### src/rtl/wsp_pkg.sv
package wsp_pkg;

  // Control states of the splitter
  typedef enum logic [1:0] {
    ST_IDLE   = 2'd0,  // waiting for a header
    ST_BODY   = 2'd1,  // forwarding payload of the current piece
    ST_RESUME = 2'd2   // remainder owed, copy header pending
  } wsp_state_e;

endpackage

### src/rtl/wsp_slot_tracker.sv
module wsp_slot_tracker #(
  parameter int LEN_W = 8
) (
  input  logic             clk,
  input  logic             rst_n,
  input  logic [LEN_W-1:0] cfg_win,
  input  logic             win_open,
  input  logic             win_first,
  output logic [LEN_W-1:0] slots_left
);

  localparam logic [LEN_W-1:0] IDX_MAX = {LEN_W{1'b1}};

  logic [LEN_W-1:0] idx_q;
  logic [LEN_W-1:0] idx_now;
  logic [LEN_W-1:0] idx_d;
  logic             idx_en;

  // Position of the current slot inside its window
  always_comb begin
    idx_now = win_first ? '0 : idx_q;
    if (!win_open)
      slots_left = '0;
    else if (idx_now < cfg_win)
      slots_left = cfg_win - idx_now;
    else
      slots_left = '0;
    idx_en = win_open;
    idx_d  = (idx_now == IDX_MAX) ? idx_now : idx_now + LEN_W'(1);
  end

  always_ff @(posedge clk or negedge rst_n) begin
    if (!rst_n)
      idx_q <= '0;
    else if (idx_en)
      idx_q <= idx_d;
  end

  // a window may only begin on a reserved slot
  p_first_in_slot_r2: assert property (@(posedge clk) disable iff (!rst_n)
    win_first |-> win_open);

endmodule

### src/rtl/wsp_hdr_build.sv
module wsp_hdr_build #(
  parameter int FLIT_W = 32,
  parameter int LEN_W  = 8,
  parameter int CRED_W = 8
) (
  input  logic [FLIT_W-1:0] src_hdr,
  input  logic [LEN_W-1:0]  piece_len,
  input  logic              is_copy,
  output logic [FLIT_W-1:0] piece_hdr
);

  localparam int LEN_LSB = CRED_W;

  // Rewrite the length field; a copied header loses its credit field
  always_comb begin
    piece_hdr = src_hdr;
    piece_hdr[LEN_LSB +: LEN_W] = piece_len;
    if (is_copy)
      piece_hdr[CRED_W-1:0] = '0;
  end

endmodule

### src/rtl/wsp_ctrl.sv
module wsp_ctrl
  import wsp_pkg::*;
#(
  parameter int FLIT_W = 32,
  parameter int LEN_W  = 8,
  parameter int CRED_W = 8,
  parameter int CNT_W  = 16
) (
  input  logic              clk,
  input  logic              rst_n,
  input  logic              cfg_equal,
  input  logic              win_open,
  input  logic              win_first,
  input  logic [LEN_W-1:0]  slots_left,
  input  logic              in_valid,
  input  logic              in_head,
  input  logic [FLIT_W-1:0] in_flit,
  output logic              in_ready,
  output logic              emit,
  output logic              emit_head,
  output logic              emit_tail,
  output logic [FLIT_W-1:0] emit_flit,
  output logic [CNT_W-1:0]  split_cnt
);

  localparam int LEN_LSB = CRED_W;

  wsp_state_e        state_q, state_d;
  logic [FLIT_W-1:0] hdr_q;
  logic              hdr_ld;
  logic [LEN_W-1:0]  left_q, left_d;
  logic [LEN_W-1:0]  piece_q, piece_d;
  logic [CNT_W-1:0]  cnt_q, cnt_d;

  logic [LEN_W-1:0]  room;
  logic              start_ok;
  logic [LEN_W-1:0]  in_len;
  logic [LEN_W-1:0]  owed;
  logic [LEN_W-1:0]  take;
  logic [FLIT_W-1:0] hb_src;
  logic              hb_copy;
  logic [FLIT_W-1:0] hb_out;

  // Budget for the piece that may start in this slot
  always_comb begin
    room     = (slots_left != '0) ? slots_left - LEN_W'(1) : '0;
    start_ok = cfg_equal ? (win_open && win_first) : (slots_left >= LEN_W'(2));
    in_len   = in_flit[LEN_LSB +: LEN_W];
    owed     = (state_q == ST_RESUME) ? left_q : in_len;
    take     = (owed < room) ? owed : room;
    hb_copy  = (state_q == ST_RESUME);
    hb_src   = hb_copy ? hdr_q : in_flit;
  end

  wsp_hdr_build #(
    .FLIT_W (FLIT_W),
    .LEN_W  (LEN_W),
    .CRED_W (CRED_W)
  ) u_hdr (
    .src_hdr   (hb_src),
    .piece_len (take),
    .is_copy   (hb_copy),
    .piece_hdr (hb_out)
  );

  // Next-state logic
  always_comb begin
    state_d   = state_q;
    left_d    = left_q;
    piece_d   = piece_q;
    cnt_d     = cnt_q;
    hdr_ld    = 1'b0;
    in_ready  = 1'b0;
    emit      = 1'b0;
    emit_head = 1'b0;
    emit_tail = 1'b0;
    emit_flit = in_flit;
    case (state_q)
      ST_IDLE: begin
        in_ready = win_open && (!in_head || start_ok);
        if (in_valid && in_ready && in_head) begin
          emit      = 1'b1;
          emit_head = 1'b1;
          emit_flit = hb_out;
          hdr_ld    = 1'b1;
          piece_d   = take;
          left_d    = in_len - take;
          emit_tail = (take == '0);
          if (take != '0)
            state_d = ST_BODY;
        end
      end
      ST_BODY: begin
        in_ready = win_open;
        if (in_valid && win_open) begin
          emit    = 1'b1;
          piece_d = piece_q - LEN_W'(1);
          if (piece_q == LEN_W'(1)) begin
            emit_tail = 1'b1;
            state_d   = (left_q == '0) ? ST_IDLE : ST_RESUME;
          end
        end
      end
      ST_RESUME: begin
        if (start_ok) begin
          emit      = 1'b1;
          emit_head = 1'b1;
          emit_flit = hb_out;
          piece_d   = take;
          left_d    = left_q - take;
          cnt_d     = cnt_q + CNT_W'(1);
          state_d   = ST_BODY;
        end
      end
      default: state_d = ST_IDLE;
    endcase
  end

  // State registers
  always_ff @(posedge clk or negedge rst_n) begin
    if (!rst_n) begin
      state_q <= ST_IDLE;
      left_q  <= '0;
      piece_q <= '0;
      cnt_q   <= '0;
      hdr_q   <= '0;
    end else begin
      state_q <= state_d;
      left_q  <= left_d;
      piece_q <= piece_d;
      cnt_q   <= cnt_d;
      if (hdr_ld)
        hdr_q <= in_flit;
    end
  end

  assign split_cnt = cnt_q;

  // the upstream side is only served in reserved slots
  p_ready_in_slot_r2: assert property (@(posedge clk) disable iff (!rst_n)
    in_ready |-> win_open);

  // a piece header never promises more payload than the window still holds
  p_piece_fits_r4: assert property (@(posedge clk) disable iff (!rst_n)
    (emit && emit_head) |-> (emit_flit[LEN_LSB +: LEN_W] < slots_left));

  // copied headers leave without credit
  p_copy_no_credit_r5: assert property (@(posedge clk) disable iff (!rst_n)
    (emit && emit_head && state_q == ST_RESUME) |-> (emit_flit[CRED_W-1:0] == '0));

  // the split counter moves by at most one per cycle
  p_cnt_step_r6: assert property (@(posedge clk) disable iff (!rst_n)
    1'b1 |=> ((cnt_q == $past(cnt_q)) || (cnt_q == $past(cnt_q) + CNT_W'(1))));

  // equal-window mode starts headers only on the first slot
  p_equal_start_r7: assert property (@(posedge clk) disable iff (!rst_n)
    (emit && emit_head && cfg_equal) |-> win_first);

  // split mode never starts a header in the last slot of a window
  p_late_start_r8: assert property (@(posedge clk) disable iff (!rst_n)
    (emit && emit_head && !cfg_equal) |-> (slots_left >= LEN_W'(2)));

endmodule

### src/rtl/wsp_window_splitter.sv
module wsp_window_splitter #(
  parameter int FLIT_W = 32,
  parameter int LEN_W  = 8,
  parameter int CRED_W = 8,
  parameter int CNT_W  = 16
) (
  input  logic              clk,
  input  logic              rst_n,
  input  logic [LEN_W-1:0]  cfg_win,
  input  logic              cfg_equal,
  input  logic              win_open,
  input  logic              win_first,
  input  logic              in_valid,
  output logic              in_ready,
  input  logic [FLIT_W-1:0] in_flit,
  input  logic              in_head,
  output logic              out_valid,
  output logic [FLIT_W-1:0] out_flit,
  output logic              out_head,
  output logic              out_tail,
  output logic [CNT_W-1:0]  split_count
);

  logic [1:0]        rst_sync_q;
  logic              rst_s_n;
  logic [LEN_W-1:0]  slots_left;
  logic              emit;
  logic              emit_head;
  logic              emit_tail;
  logic [FLIT_W-1:0] emit_flit;

  // Asynchronous assert, synchronous release
  always_ff @(posedge clk or negedge rst_n) begin
    if (!rst_n)
      rst_sync_q <= 2'b00;
    else
      rst_sync_q <= {rst_sync_q[0], 1'b1};
  end
  assign rst_s_n = rst_sync_q[1];

  wsp_slot_tracker #(
    .LEN_W (LEN_W)
  ) u_slots (
    .clk        (clk),
    .rst_n      (rst_s_n),
    .cfg_win    (cfg_win),
    .win_open   (win_open),
    .win_first  (win_first),
    .slots_left (slots_left)
  );

  wsp_ctrl #(
    .FLIT_W (FLIT_W),
    .LEN_W  (LEN_W),
    .CRED_W (CRED_W),
    .CNT_W  (CNT_W)
  ) u_ctrl (
    .clk        (clk),
    .rst_n      (rst_s_n),
    .cfg_equal  (cfg_equal),
    .win_open   (win_open),
    .win_first  (win_first),
    .slots_left (slots_left),
    .in_valid   (in_valid),
    .in_head    (in_head),
    .in_flit    (in_flit),
    .in_ready   (in_ready),
    .emit       (emit),
    .emit_head  (emit_head),
    .emit_tail  (emit_tail),
    .emit_flit  (emit_flit),
    .split_cnt  (split_count)
  );

  // Output stage: one registered flit per reserved slot
  always_ff @(posedge clk or negedge rst_s_n) begin
    if (!rst_s_n) begin
      out_valid <= 1'b0;
      out_head  <= 1'b0;
      out_tail  <= 1'b0;
      out_flit  <= '0;
    end else begin
      out_valid <= emit;
      out_head  <= emit && emit_head;
      out_tail  <= emit && emit_tail;
      if (emit)
        out_flit <= emit_flit;
    end
  end

  // nothing leaves unless the previous cycle was a reserved slot
  p_out_after_slot_r2: assert property (@(posedge clk) disable iff (!rst_s_n)
    out_valid |-> $past(win_open));

  // a header-only piece is both head and tail, and tails need valid
  p_tail_valid_r10: assert property (@(posedge clk) disable iff (!rst_s_n)
    (out_head || out_tail) |-> out_valid);

endmodule

### config.mk
export PLATFORM = sky130hd
export DESIGN_NAME = wsp_window_splitter
export DESIGN_NICKNAME = d
export VERILOG_FILES = /design/src/rtl/wsp_pkg.sv /design/src/rtl/wsp_slot_tracker.sv /design/src/rtl/wsp_hdr_build.sv /design/src/rtl/wsp_ctrl.sv /design/src/rtl/wsp_window_splitter.sv
export SDC_FILE = /design/constraint.sdc
export NUM_CORES = 1
export LEC_CHECK = 0
export CAP_MARGIN = 20
export CORE_UTILIZATION = 50
export CTS_BUF_LIST = sky130_fd_sc_hd__clkbuf_4
export CTS_CLUSTER_SIZE = 12
export DETAILED_ROUTE_END_ITERATION = 10
export PLACE_DENSITY = 0.74
export SYNTH_ARGS = -nofsm -noshare
export SYNTH_HDL_FRONTEND = slang
export SYNTH_HIERARCHICAL = 1
export SYNTH_SLANG_ARGS = --single-unit
### constraint.sdc
create_clock -name clk -period 4.6 [get_ports clk]
set_input_delay 0.46 -clock clk [delete_from_list [all_inputs] [get_ports clk]]
set_output_delay 0.46 -clock clk [all_outputs]
set_load 0.02 [all_outputs]
Word-level counts from Yosys, hierarchy flattened
Cells that the tools add are included.

word-level totals
  bits of input ports = 47
  output and inout bits = 52
  bits in latches = 0
  logic and storage cells = 88
  bits in registers = 111
  memories = 0
  bits in read-only memories = 0
  memory bits (writable) = 0

operators by class
  reduce and logical (&&, ||, !) cells = 20
  multiplexer cells = 38
  div/mod/pow operators = 0
  equal/unequal tests = 9
  shifts and indexed selects = 0
  $lt $le $gt $ge = 3
  $mul = 0
  bitwise logic cells = 0
  add/subtract/negate cells = 7

operator list
  kind                   count
  $mux 8                 13
  $mux 32                3
  $pmux 32 s2            1
  $pmux 8 s3             1
  $sub 8x8->8            3
  $add 16x1->16 const B  1
  $logic_not 8->1        2
  $lt 8x8->1             2
  $pmux 8 s2             1
  $reduce_bool 8->1      2
  $sub 8x1->8 const B    2
  $mux 2                 6
  $ne 2x1->1 const B     5
  $add 8x1->8 const B    1
  $eq 8x1->1 const B     1
  $eq 8x8->1 const B     1
  $ge 8x2->1 const B     1
  $mux 1                 8
  $logic_and 1x1->1      7
  $pmux 1 s2             3
  $pmux 2 s3             1
  $reduce_and 5->1       1
  $reduce_and 4->1       1
  $pmux 1 s3             1
  9 further kinds        9

Logic depth before layout (Yosys ltp)
  depth after elaboration = 13
  gate-level depth with buffers = 31
  depth with buffers taken out = 30

By module
Netlist, hierarchy kept.

modules (own cells, without submodules)
  module               seq. area each (sq um)  instances  area each (sq um)  cells an instance
  wsp_ctrl             1651.6                  1          4604.4             585
  wsp_window_splitter  925.9                   1          1473.9             76
  wsp_slot_tracker     200.2                   1          1026.0             123
  wsp_hdr_build        0.0                     1          230.2              32

Worst setup path after synthesis
OpenSTA, ideal clock, no wires.

  path kind = input-to-reg
  start point = input win_first
  end point = register u_ctrl.left_q[6]
  buffers on the path = 1
  cell stages on the path = 28
  setup time = 0.123 ns
  data required time = 4.477 ns
  slack = -1.406 ns
  arrival time = 5.883 ns
  cells stage by stage = and2b_1 ha_1 inv_1 fa_1 nand3_1 a21oi_1 o221ai_2 nor2_1 or4_1 o21a_1 o21a_1 inv_1 ha_1 a21o_1 a21o_1 a21oi_1 o31ai_4 buf_4 nand2_1 o21ai_0 ha_1 fa_1 maj3_1 o211ai_1 a21oi_1 o22ai_1 xnor2_1 o21ai_1

on the way
  longest elaborated chain between the ends = 12
  elaborated cells between the ends (all ways) = 25
  classes of those cells = 4 x add/sub; 3 x order compare; 2 x eq/ne; 9 x mux; 7 x reduce/logical

RTL lines
  what                                                                 RTL line                                        text
  from (decl)                                                          wsp_window_splitter.sv:12                       input logic win_first,
  $mux 8 *                                                             wsp_slot_tracker.sv:21                          idx_now = win_first ? '0 : idx_q;
  $sub 8x8->8 / $lt 8x8->1 (equally long branches)                     wsp_slot_tracker.sv:25, wsp_slot_tracker.sv:24
  $mux 8 *                                                             wsp_slot_tracker.sv:24                          else if (idx_now < cfg_win)
  $mux 8 *                                                             wsp_slot_tracker.sv:22                          if (!win_open)
  named net slots_left[2]                                              wsp_window_splitter.sv:26                       logic [LEN_W-1:0] slots_left;
  parallel branches: the longest is 8 deep, another holds $sub 8x1->8  -
  to (signal assigned)                                                 wsp_ctrl.sv:129                                 left_q <= left_d;
  to (decl)                                                            wsp_ctrl.sv:31                                  logic [LEN_W-1:0] left_q, left_d;

Mark *: on every way through the listed nets, which the timed path passes. The select of a mux whose other input is x is not followed.
A chain may end at the register's enable or synchronous reset.

Worst setup path after layout
  start point = register u_slots.idx_q[0]
  end point = register u_ctrl.left_q[6]

on the way
  longest elaborated chain between the ends = 12
  elaborated cells between the ends (all ways) = 24
  classes of those cells = 4 x add/sub; 3 x order compare; 2 x eq/ne; 9 x mux; 6 x reduce/logical

RTL lines
  what                                                                 RTL line                                        text
  from (decl)                                                          wsp_slot_tracker.sv:14                          logic [LEN_W-1:0] idx_q;
  from (signal assigned)                                               wsp_slot_tracker.sv:36                          idx_q <= idx_d;
  $mux 8 *                                                             wsp_slot_tracker.sv:21
  $sub 8x8->8 / $lt 8x8->1 (equally long branches)                     wsp_slot_tracker.sv:25, wsp_slot_tracker.sv:24
  $mux 8 *                                                             wsp_slot_tracker.sv:24
  $mux 8 *                                                             wsp_slot_tracker.sv:22
  named net slots_left[2]                                              wsp_window_splitter.sv:26
  parallel branches: the longest is 8 deep, another holds $sub 8x1->8  -

Marked as above.

==> run_results.csv <==
group,metric,value,unit
clocking,htree_levels,3,
timing,report.final.setup_viol,22,
yosys,synth_cells,782,
drt,firstDrtPassIters,5,
drt,ant_nets,0,
place,routabilityCongestion,0.904,
drt,wl_per_cell,16.0,um
final_layout,area_growth,34.0,%
timing,worst_pin_slew,0.900,ns
yosys,netlist_area,6980,um2
setup_path,critPathLaunchType,"flop",
timing,rsz0062_at_grt,"yes",
global_routing,grt_pass1_vias,6240,
setup_path,critical_path.slowest_cell,"or4_4",
global_routing,track_usage,0.256,
setup_path,ff2ff_setup_slack,-0.89,ns
global_routing,grt_pass1_wl,29.6,mm
final_layout,multi_input_area,4280,um2
setup_path,reg2reg_from,"u_slots/idx_q[0]$_DFFE_PN0P_",
power_and_ir_drop,vdd_drop_max,0.346,mV
floorplan,core-area,13400,um2
floorplan,io_pins,99,
yosys,syn_nets,857,
power_and_ir_drop,p_leak,4.38,nW
timing,hold_viol,0,
outcome,outcome,"finished with violations",
yosys,syn_avg_cell_area,8.92,um2
final_layout,diodes,0,
clocking,cts.sinks,103,
timing,maxSlewHeadroom,0.400,
power_and_ir_drop,finalPower,4.29,mW
place,dp_cells,1087,
setup_path,cp.required,4.95,ns
drt,drt-initial-drc-count,431,
power_and_ir_drop,power.density,459,nW/um2
setup_path,cp-end-kind,"flop",
final_layout,n_fill_cell,990,
final_layout,final_nets,1026,
setup_path,timing.rr.end,"u_ctrl/left_q[6]$_DFFE_PN0P_",
setup_path,slowest_delay,0.53,ns
timing,fin_crit,5.49,ns
worst_hold_path,hold_path_class,"in2async",
global_routing,grt_antenna_before_repair,0,
final_layout,drive_gt1_frac,0.289,
drt,vias,6190,
yosys,ys_warn_count,6,
job,timing.max_cap.violations,0,
place,dp.final_hpwl,12.6,mm
floorplan,die_h,120,um
floorplan,start_util,0.521,
floorplan,dieArea,14400,um2
place,portBuffers,98,
clocking,cts.root.buffer_cell,"clkbuf_4",
global_routing,grt_max_degree,71,
setup_path,reg2reg_depth,29,
final_layout,seq_area,2580,um2
clocking,clkLatencyLatePin,0.47,ns
outcome,violations,"negative setup slack",
drt,vias_per_cell,5.47,
timing,slew_viol_final,0,
setup_path,worstPathMaxFanout,5,
final_layout,stdcell_count,1132,
timing,finalCritPeriodShare,1.19,
drt,wl,18.1,mm
setup_path,path_class,"reg2reg",
timing,fmax,182,MHz
setup_path,critPathArrivalTime,5.85,ns
clocking,cts_buffers,9,
clocking,path_clk_slew,0.16,ns
clocking,cts_tree,"built",
floorplan,fp.dieW,120,um
floorplan,fp-row-count,42,
clocking,clock_path_buffers,2,
timing,finalWorstSetupSlack,-0.893,ns
clocking,ctsHoldBuffers,0,
timing,skew,0.0190,ns
global_routing,grt_overflow,0,
drt,drc,0,
## worst max-delay path by stage
stage | startpoint | endpoint
final | u_slots/idx_q[0]$_DFFE_PN0P_ | u_ctrl/left_q[6]$_DFFE_PN0P_
after global routing | u_slots/idx_q[0]$_DFFE_PN0P_ | u_ctrl/left_q[6]$_DFFE_PN0P_
after CTS | u_slots/idx_q[0]$_DFFE_PN0P_ | u_ctrl/left_q[6]$_DFFE_PN0P_
after detailed placement | win_first | u_ctrl/left_q[6]$_DFFE_PN0P_
after global placement | win_first | u_ctrl/left_q[6]$_DFFE_PN0P_
after floorplan | win_first | u_ctrl/left_q[6]$_DFFE_PN0P_
## critical path: cells and delay by family, from the launching register on
kind                       cells  cell delay, ns
AOI/OAI and AO/OA             13            1.95
xor gates and xnor gates       1            0.14
adders and majority gates      6            1.59
buffers and inverters          4            0.44
DFF                            1            0.38
and+or+nand+nor                5            0.88
## flip-flops by register name, summed over array words and instances (netlist names)
name	cells
out_tail	1
u_ctrl/hdr_q	24
u_ctrl/piece_q	8
u_ctrl/split_cnt	16
u_ctrl/state_q	2
rst_sync_q	2
u_ctrl/left_q	8
out_flit	32
u_slots/idx_q	8
out_valid	1
out_head	1
## placed cells by master, fill, tap and decap left out, types with 12 or more instances in the layout
cell type,count
a21oi_1,18
buf_4,98
clkdlybuf4s50_1,96
dfrtp_1,102
ha_1,19
inv_1,25
mux2_2,32
mux2_4,28
nand2_1,214
nand3_1,13
nor2_1,26
o21ai_0,19
o21ai_1,12
xnor2_1,19
## cell type report
| cell class | instances | area share |
|---|---|---|
| sequential | 103 | 0.276 |
| tap | 176 | 0.0236 |
| inverter | 35 | 0.0143 |
| timing repair buffer | 214 | 0.212 |
| multi-input combinational | 588 | 0.457 |
| clock inverter | 6 | 0.00816 |
| clock buffer | 10 | 0.00803 |
## where the power goes
part | total [mW] | internal, mW | switching (mW)
clock | 0.514 | 0.221 | 0.293
combinational | 2.29 | 1.23 | 1.06
sequential | 1.49 | 1.24 | 0.250
total | 4.29 | 2.69 | 1.60
## what timing repair did
item / in CTS / in global routing
buffers inserted: 25 / 6
pin swaps: 36 / 18
gates resized for setup: 59 / 21
endpoints found under the setup margin: 24 / 25
gates cloned: 1 / 0
## routing by layer
layer  GRT usage  wire length [um]  vias up
li1            -                 -     2962
met1       0.311              7670     2994
met2       0.450              9060      192
met3      0.0509               888       42
met4      0.0891               478        0
met5           0                 0        -
## metrics by stage
step / hold WS, ns / util / instance area, um2 / setup TNS, ns / setup slack [ns]
floorplan: 0.164 / - / 7150 / -5.81 / -1.01
global placement: 0.341 / 0.646 / 8650 / -19.42 / -1.39
detailed placement: 0.337 / 0.646 / 8650 / -24.42 / -1.53
CTS: 0.0859 / 0.689 / 9240 / -6.17 / -0.799
global route: 0.0849 / 0.698 / 9350 / -12.54 / -1.09
finish: 0.121 / 0.698 / 9350 / -8.65 / -0.893
No activity file was read; power rests on OpenSTA's default activity.
